**src/rtl/pit_pkg.sv**
```systemverilog
package pit_pkg;
    localparam int DATA_W = 8;
    localparam int ADDR_W = 3;
    localparam int CNT_W  = 14;
    localparam int LO_W   = DATA_W;
    localparam int HI_W   = CNT_W - LO_W;

    localparam logic [ADDR_W-1:0] OFS_CMD = 3'd0;
    localparam logic [ADDR_W-1:0] OFS_PA  = 3'd1;
    localparam logic [ADDR_W-1:0] OFS_PB  = 3'd2;
    localparam logic [ADDR_W-1:0] OFS_PC  = 3'd3;
    localparam logic [ADDR_W-1:0] OFS_TLO = 3'd4;
    localparam logic [ADDR_W-1:0] OFS_THI = 3'd5;

    typedef enum logic [1:0] {
        CMD_NOP     = 2'b00,
        CMD_STOP    = 2'b01,
        CMD_STOP_TC = 2'b10,
        CMD_START   = 2'b11
    } tcmd_e;

    typedef enum logic [1:0] {
        MODE_SQ_ONE    = 2'b00,
        MODE_SQ_RUN    = 2'b01,
        MODE_PULSE_ONE = 2'b10,
        MODE_PULSE_RUN = 2'b11
    } tmode_e;

    typedef struct packed {
        tmode_e           mode;
        logic [CNT_W-1:0] len;
    } tcfg_t;

    function automatic logic is_loop(tmode_e m);
        return m[0];
    endfunction

    function automatic logic len_ok(logic [CNT_W-1:0] n);
        return n > CNT_W'(1);
    endfunction

    function automatic logic wave_level(tcfg_t c, logic [CNT_W-1:0] rem);
        if (!c.mode[1])
            return rem > (c.len >> 1);
        return rem != CNT_W'(1);
    endfunction
endpackage

```
**src/rtl/pit_regs.sv**
```systemverilog
module pit_regs
    import pit_pkg::*;
#(
    parameter int PC_W = 6
) (
    input  logic              clk,
    input  logic              rst,
    input  logic [ADDR_W-1:0] addr,
    input  logic              wr_en,
    input  logic              rd_en,
    input  logic [DATA_W-1:0] wdata,
    input  logic              tc_evt,
    output logic [DATA_W-1:0] rdata,
    output logic [DATA_W-1:0] pa_q,
    output logic [DATA_W-1:0] pb_q,
    output logic [PC_W-1:0]   pc_q,
    output logic              cmd_valid,
    output tcmd_e             cmd,
    output tcfg_t             cfg,
    output logic              tc_flag
);
    localparam int PC_PAD = DATA_W - PC_W;

    logic [LO_W-1:0] len_lo;
    logic [HI_W-1:0] len_hi;
    tmode_e          mode_q;

    assign cmd_valid = wr_en && (addr == OFS_CMD);
    assign cmd       = tcmd_e'(wdata[DATA_W-1 -: 2]);
    assign cfg       = '{mode: mode_q, len: {len_hi, len_lo}};

    always_ff @(posedge clk) begin
        if (rst) begin
            pa_q <= '0;
            pb_q <= '0;
            pc_q <= '0;
        end else if (wr_en) begin
            if (addr == OFS_PA) pa_q <= wdata;
            if (addr == OFS_PB) pb_q <= wdata;
            if (addr == OFS_PC) pc_q <= wdata[PC_W-1:0];
        end
    end

    // count and mode survive reset by design
    always_ff @(posedge clk) begin
        if (wr_en && addr == OFS_TLO) len_lo <= wdata;
        if (wr_en && addr == OFS_THI) begin
            len_hi <= wdata[HI_W-1:0];
            mode_q <= tmode_e'(wdata[DATA_W-1 -: 2]);
        end
    end

    always_ff @(posedge clk) begin
        if (rst)
            tc_flag <= 1'b0;
        else if (tc_evt)
            tc_flag <= 1'b1;
        else if (rd_en && addr == OFS_CMD)
            tc_flag <= 1'b0;
    end

    always_comb begin
        case (addr)
            OFS_CMD: rdata = {tc_flag, {(DATA_W-1){1'b0}}};
            OFS_PA:  rdata = pa_q;
            OFS_PB:  rdata = pb_q;
            OFS_PC:  rdata = {{PC_PAD{1'b0}}, pc_q};
            OFS_TLO: rdata = len_lo;
            OFS_THI: rdata = {mode_q, len_hi};
            default: rdata = '0;
        endcase
    end
endmodule

```
**src/rtl/pit_counter.sv**
```systemverilog
module pit_counter
    import pit_pkg::*;
(
    input  logic             clk,
    input  logic             rst,
    input  logic             cmd_valid,
    input  tcmd_e            cmd,
    input  tcfg_t            cfg,
    output logic             run_q,
    output logic             pend_q,
    output logic             stc_q,
    output logic [CNT_W-1:0] rem_q,
    output tcfg_t            act_q,
    output logic             tc_evt,
    output logic             wave_out
);
    logic n_run, n_pend, n_stc, load_new, reload;

    assign tc_evt = run_q && (rem_q == CNT_W'(1));

    always_comb begin
        n_run    = run_q;
        n_pend   = pend_q;
        n_stc    = stc_q;
        load_new = 1'b0;
        reload   = 1'b0;
        if (tc_evt) begin
            if (pend_q) begin
                load_new = len_ok(cfg.len);
                n_run    = len_ok(cfg.len);
                n_pend   = 1'b0;
                n_stc    = 1'b0;
            end else if (stc_q || !is_loop(act_q.mode)) begin
                n_run = 1'b0;
                n_stc = 1'b0;
            end else begin
                reload = 1'b1;
            end
        end
        if (cmd_valid) begin
            case (cmd)
                CMD_STOP: if (run_q) begin
                    n_run    = 1'b0;
                    n_pend   = 1'b0;
                    n_stc    = 1'b0;
                    load_new = 1'b0;
                    reload   = 1'b0;
                end
                CMD_STOP_TC: if (run_q) begin
                    n_stc  = n_run;
                    n_pend = 1'b0;
                end
                CMD_START: if (!run_q || tc_evt) begin
                    load_new = len_ok(cfg.len);
                    n_run    = len_ok(cfg.len);
                    n_pend   = 1'b0;
                    n_stc    = 1'b0;
                    reload   = 1'b0;
                end else begin
                    n_pend = 1'b1;
                    n_stc  = 1'b0;
                end
                default: ;
            endcase
        end
    end

    always_ff @(posedge clk) begin
        if (rst) begin
            run_q  <= 1'b0;
            pend_q <= 1'b0;
            stc_q  <= 1'b0;
        end else begin
            run_q  <= n_run;
            pend_q <= n_pend;
            stc_q  <= n_stc;
        end
    end

    // counter and active setting are not preset by reset
    always_ff @(posedge clk) begin
        if (load_new) begin
            rem_q <= cfg.len;
            act_q <= cfg;
        end else if (reload) begin
            rem_q <= act_q.len;
        end else if (run_q) begin
            rem_q <= rem_q - CNT_W'(1);
        end
    end

    assign wave_out = !run_q || wave_level(act_q, rem_q);
endmodule

```
**src/rtl/pit_top.sv**
```systemverilog
module pit_top
    import pit_pkg::*;
#(
    parameter int PC_W = 6
) (
    input  logic              clk,
    input  logic              rst,
    input  logic [ADDR_W-1:0] addr,
    input  logic              wr_en,
    input  logic              rd_en,
    input  logic [DATA_W-1:0] wdata,
    output logic [DATA_W-1:0] rdata,
    output logic [DATA_W-1:0] pa_out,
    output logic [DATA_W-1:0] pb_out,
    output logic [PC_W-1:0]   pc_out,
    output logic              timer_out
);
    logic             cmd_valid, tc_evt, tc_flag;
    logic             t_run, t_pend, t_stc;
    logic [CNT_W-1:0] t_rem;
    tcmd_e            cmd;
    tcfg_t            cfg, t_act;

    pit_regs #(.PC_W(PC_W)) u_regs (
        .clk(clk), .rst(rst), .addr(addr), .wr_en(wr_en), .rd_en(rd_en),
        .wdata(wdata), .tc_evt(tc_evt), .rdata(rdata),
        .pa_q(pa_out), .pb_q(pb_out), .pc_q(pc_out),
        .cmd_valid(cmd_valid), .cmd(cmd), .cfg(cfg), .tc_flag(tc_flag)
    );

    pit_counter u_cnt (
        .clk(clk), .rst(rst), .cmd_valid(cmd_valid), .cmd(cmd), .cfg(cfg),
        .run_q(t_run), .pend_q(t_pend), .stc_q(t_stc), .rem_q(t_rem),
        .act_q(t_act), .tc_evt(tc_evt), .wave_out(timer_out)
    );
endmodule

```
**config.mk**
```make
export PLATFORM = sky130hd
export DESIGN_NAME = pit_top
export DESIGN_NICKNAME = d
export VERILOG_FILES = /design/src/rtl/pit_pkg.sv /design/src/rtl/pit_regs.sv /design/src/rtl/pit_counter.sv /design/src/rtl/pit_top.sv
export SDC_FILE = /design/constraint.sdc
export NUM_CORES = 1
export LEC_CHECK = 0
export ABC_AREA = 0
export BUFFER_PORTS_ARGS = -buffer_cell sky130_fd_sc_hd__buf_2
export CAP_MARGIN = 20
export CORE_MARGIN = 2
export CORE_UTILIZATION = 45
export CTS_BUF_LIST = sky130_fd_sc_hd__clkbuf_8
export CTS_CLUSTER_SIZE = 30
export DETAILED_ROUTE_END_ITERATION = 12
export SLEW_MARGIN = 20
export SYNTH_ARGS = -nofsm -noshare
export SYNTH_HDL_FRONTEND = slang
export SYNTH_SLANG_ARGS = --single-unit
```
**constraint.sdc**
```tcl
create_clock -name clk -period 3.25 [get_ports clk]
set_input_delay 0.325 -clock clk [delete_from_list [all_inputs] [get_ports clk]]
set_output_delay 0.325 -clock clk [all_outputs]
set_load 0.1 [all_outputs]
```
# Yosys cells after proc, flatten, opt, wreduce, memory -nomap -nowiden
# Cells that the tools add are included.
[totals] regBits=72 input_bits=15 output_inout_bits=31 word_cells=82
[classes] n_addsub=1 n_lt_le_gt_ge=2 n_eq_ne=10 mux=39 n_reduce_logical=17
[ops] operator="one-hot mux 8 bit (6 select lines)" count=1
[ops] operator="two-way mux 14 bit" count=3
[ops] operator="two-way mux 1 bit" count=30
[ops] operator="equality test 14 x 1 -> 1 bit, second input constant" count=1
[ops] operator="> comparator 14 x 1 -> 1 bit, second input constant" count=1
[ops] operator="> comparator 14 x 13 -> 1 bit" count=1
[ops] operator="!= test 14 x 1 -> 1 bit, second input constant" count=1
[ops] operator="subtractor 14 x 1 -> 14 bit, second input constant" count=1
[ops] operator="one-hot mux 1 bit (2 select lines)" count=4
[ops] operator="equality test 3 x 2 -> 1 bit, second input constant" count=2
[ops] operator="equality test 3 bit, second input constant" count=2
[ops] operator="AND reduction 2 bit" count=3
[ops] operator="logical AND 1 bit" count=5
[ops] operator="equality test 2 bit, second input constant" count=2
[ops] operator="equality test 3 x 1 -> 1 bit, second input constant" count=1
[ops] operator="logical NOT 3 bit" count=1
[ops] operator="logical OR 1 bit" count=3
[ops] operator="one-hot mux 1 bit (3 select lines)" count=1
[ops] operator="nonzero test 3 bit" count=1
[ops] operator="equality test 2 x 1 -> 1 bit, second input constant" count=1
[ops] operator="logical NOT 1 bit" count=2
[ops] operator="nonzero test 2 bit" count=1
[ops] operator="OR reduction 2 bit" count=1

# Depth between registers and ports, before layout
[depth] ltp_word=10 depth_mapped=8 mapped_depth_nobuf=7

# By module
# From an unflattened synthesis, not the netlist that was laid out.
[hier_totals] hier_cells=369 hier_area_um2=3873.7
[modules_own_cells] mod="pit_counter" instances=1 cells_each=223 area_per_inst_um2=2162.1 seq_area_each_um2=960.9
[modules_own_cells] mod="pit_regs" instances=1 cells_each=146 area_per_inst_um2=1711.6 seq_area_each_um2=940.9

# Worst setup path after synthesis
# OpenSTA, ideal clock, no wires.
[synth_timing] kind="register -> output" from="reg u_regs.pa_q[7]" to="out rdata[7]" arrival_ns=3.486 required_time_ns=2.925 path_slack_ns=-0.561 stages_incl_launch_ff=4 path_buffers=0 path_cell_list="dfxtp_1 mux4_2 inv_1 o21ai_0"
[synth_via] elab_chain_len=1
[synth_rtl] element="start: declaration" line_no="pit_regs.sv:14" source="output logic [DATA_W-1:0] pa_q,"
[synth_rtl] element="start signal: assignment" line_no="pit_regs.sv:38" source="if (addr == OFS_PA) pa_q <= wdata;"
[synth_rtl] element="one-hot mux 8 bit (6 select lines)" line_no="pit_regs.sv:63" source="case (addr)"
[synth_rtl] element="end: declaration" line_no="pit_top.sv:12" source="output logic [DATA_W-1:0] rdata,"
# Every way passes these cells.

# Worst setup path in the final report
[layout_timing] from="reg u_cnt.rem_q[1]" to="out timer_out"
[layout_via] elab_chain_len=3 elab_cells_between_ends=4 classes_between="order compare: 1; eq/ne: 1; mux: 1; reduce/logical: 1"
[layout_rtl] element="start: declaration" line_no="pit_counter.sv:12" source="output logic [CNT_W-1:0] rem_q,"
[layout_rtl] element="start signal: assignment" line_no="pit_counter.sv:83" source="rem_q <= cfg.len;"
[layout_rtl] element="start signal: assignment" line_no="pit_counter.sv:86" source="rem_q <= act_q.len;"
[layout_rtl] element="start signal: assignment" line_no="pit_counter.sv:88" source="rem_q <= rem_q - CNT_W'(1);"
[layout_rtl] element="> comparator 14 x 13 -> 1 bit / != test 14 x 1 -> 1 bit (equally long branches)" line_no="pit_pkg.sv:44, pit_pkg.sv:45"
[layout_rtl] element="two-way mux 1 bit (*)" line_no="pit_pkg.sv:45" source="return rem != CNT_W'(1);"
[layout_rtl] element="logical OR 1 bit (*)" line_no="pit_counter.sv:92" source="assign wave_out = !run_q || wave_level(act_q, rem_q);"
[layout_rtl] element="end: declaration" line_no="pit_top.sv:16" source="output logic timer_out"
# Mark *: on every way between the ends. The rest lies on a longest branch, timed or not.

==> impl_metrics.tcl <==
set metrics [dict create \
    ys_seq_area_share_pct 48.4 \
    clockBufferDepth 2 \
    rows 34 \
    yosys_warnings 0 \
    power_frac_seq_pct 48.8 \
    crit_required_ps 2920 \
    grt_max_degree 27 \
    synth_nets 369 \
    hp-class "in2reg" \
    drive_gt1_share_pct 23.4 \
    power.share.clock_pct 41.9 \
    switching_share_pct 23.9 \
    yosysUniqueCellTypes 53 \
    max_slew.worst_pin.slew_ps 901 \
    grt.overflow.total 0 \
    slew_violations 0 \
    synth_area_um2 3930 \
    power_leakage_nw 1.91 \
    final_cells 493 \
    worstSetupEndpointType "output pin" \
    wire_per_inst_um 17.2 \
    cts_hold_buffers 0 \
    clkSinkCount 72 \
    layout_commonest_cell "mux2i_1" \
    port_buffers 45 \
    timing.setup.tns_ps 0 \
    path_cells "inv_1 -> ha_1 -> or4b_4 -> nor4_4 -> nand2b_1 -> o2111ai_1 -> buf_2" \
    die-area_um2 9500 \
    synth-seq-cells 72 \
    finalSetupViolCount 0 \
    slowest_delay_ps 500 \
    maxSlewHeadroom_pct 39.6 \
    grt_pass1_wl_mm 14.0 \
    finalCriticalPeriod_ps 2860 \
    antenna_found_initial 0 \
    htreeDepth 3 \
    cts_buffers 9 \
    num_antenna_cells 0 \
    cts_resized 0 \
    drtIter0Drc 132 \
    power_frac_comb_pct 9.4 \
    critPathArrivalTime_ps 2530 \
    gp_congestion 0.873 \
    timing.setup.critical_path_class "reg2out" \
    num_io_pins 46 \
    syn_inst 335 \
    slowest_stage "or4b_4" \
    period_share_pct 87.9 \
    die_x_um 97.5 \
    synth_edf_count 46 \
    grt_pass1_vias 2745 \
    cts_tree "done" \
    vias_per_cell 5.47 \
    p_int_mw 1.56 \
    fill_cells 762 \
    fmax_mhz 350 \
    syn_area_per_cell_um2 11.7 \
    clock_latency_ps 350 \
    dp_cells 477 \
    post-dp-hpwl_mm 6.34 \
    core_area_um2 8590 \
    rsz0062_at_grt "false" \
    groute.usage.overall_pct 18.7 \
    synthArstFlopShare_pct 0 \
    dr.pass1.iters 4 \
    mostFrequentLayoutCells "mux2i_1, edfxtp_1, buf_2" \
    num_vias 2698 \
    clk_pin_slew_ps 70 \
    root_buffer "clkbuf_8" \
    switchingPower_mw 0.489 \
    cts_setup_buffers 0 \
    die_height_um 97.5 \
    drv_cap 0 \
    start_kind "flip-flop" \
    final_nets 414 \
    p_per_area_nw_per_um2 456 \
    drc 0 \
    drtAntennaViolNets 0 \
    crit_fanout 5 \
    initial_utilization_pct 45.7 \
    finalHoldViolations 0 \
    skew_ps 10.8 \
    status "completed" \
    syn2layout_area_growth_pct 14.3 \
    synth_flop_cell "edfxtp_1" \
    routed_wl_mm 8.49 \
    vdd_drop_max_v 0.000316 \
]
==> routing by layer <==
metal / track usage [%] / wire length, µm
met2: 28.7 / 3920
met3: 3.60 / 354
met5: 0 / 0
met1: 25.6 / 4080
met4: 8.44 / 142
==> cell families after synthesis <==
kind of cell / Yosys count / synth area share, %
fa+ha+maj: 19 / 6.05
flops: 72 / 48.4
mux: 64 / 17.6
xor+xnor: 11 / 2.45
compound gates: 44 / 8.21
buf+inv: 40 / 4.36
simple gates: 85 / 13.0
==> Yosys cell counts, types with 5 or more instances <==
cell type	n	area share (%)
inv_1	25	2.4
nor4_1	5	0.80
clkbuf_1	9	0.86
o22ai_1	7	1.1
a22oi_1	7	1.3
ha_1	19	6.0
edfxtp_1	46	35
nor2_1	37	3.5
xnor2_1	10	2.2
dfxtp_1	26	13
nand2_1	10	0.95
mux2i_1	47	12
mux2_2	7	2.0
a21oi_1	5	0.64
mux2_4	5	1.9
==> worst paths after layout <==
path / slack [ps] / end / cells after the start / from
max: 390 / timer_out / 7 / u_cnt.rem_q[1]
max reg2reg: 550 / u_cnt.rem_q[5] / 7 / u_cnt.rem_q[1]
min: 230 / u_regs.len_lo[0] / 1 / wdata[0]
min reg2reg: 450 / u_cnt.act_q[14] / 0 / u_regs.mode_q[0]
==> sequential cells by signal, indices dropped and copies added, names as in the netlist <==
signal / count
u_cnt.act_q: 16
u_cnt.pend_q: 1
u_cnt.rem_q: 14
u_cnt.run_q: 1
u_cnt.stc_q: 1
u_regs.len_hi: 6
u_regs.len_lo: 8
u_regs.mode_q: 2
u_regs.pa_q: 8
u_regs.pb_q: 8
u_regs.pc_q: 6
u_regs.tc_flag: 1
==> power by group through the flow <==
stage | sequential [mW] | combinational, mW | clock (mW)
6_report | 0.999 | 0.192 | 0.857
5_1_grt | 1.00 | 0.204 | 0.915
4_1_cts | 0.999 | 0.192 | 0.872
3_5_place_dp | 1.02 | 0.191 | 0
3_3_place_gp | 1.02 | 0.190 | 0
2_1_floorplan | 1.06 | 0.106 | 0
==> layout make-up <==
class / count / area [µm²] / share of cell area (%)
sequential: 72 / 1900 / 42.3
timing repair buffer: 49 / 255 / 5.68
multi-input combinational: 223 / 1860 / 41.5
clock buffer: 10 / 138 / 3.06
tap: 108 / 135 / 3.01
clock inverter: 6 / 105 / 2.34
inverter: 25 / 93.8 / 2.09
==> critical path: cells and delay by family, from the launching register on <==
family,cells,cell delay (ps)
AO/OA/AOI/OAI,1,100
flip-flops,1,430
AND/OR/NAND/NOR,3,1100
buffers and inverters,2,420
adder cells (fa/ha/maj),1,130
==> stage by stage <==
step	worst slack [ps]	hold WS, ps	util [%]	power [mW]	instance area [µm²]
2_1_floorplan	134	421	-	1.16	3930
3_3_place_gp	622	440	49.5	1.21	4250
3_5_place_dp	538	440	49.5	1.21	4250
4_1_cts	365	207	52.3	2.06	4490
5_1_grt	208	214	52.3	2.12	4490
6_report	394	226	52.3	2.05	4490
Power figures use the tool's default switching activity.
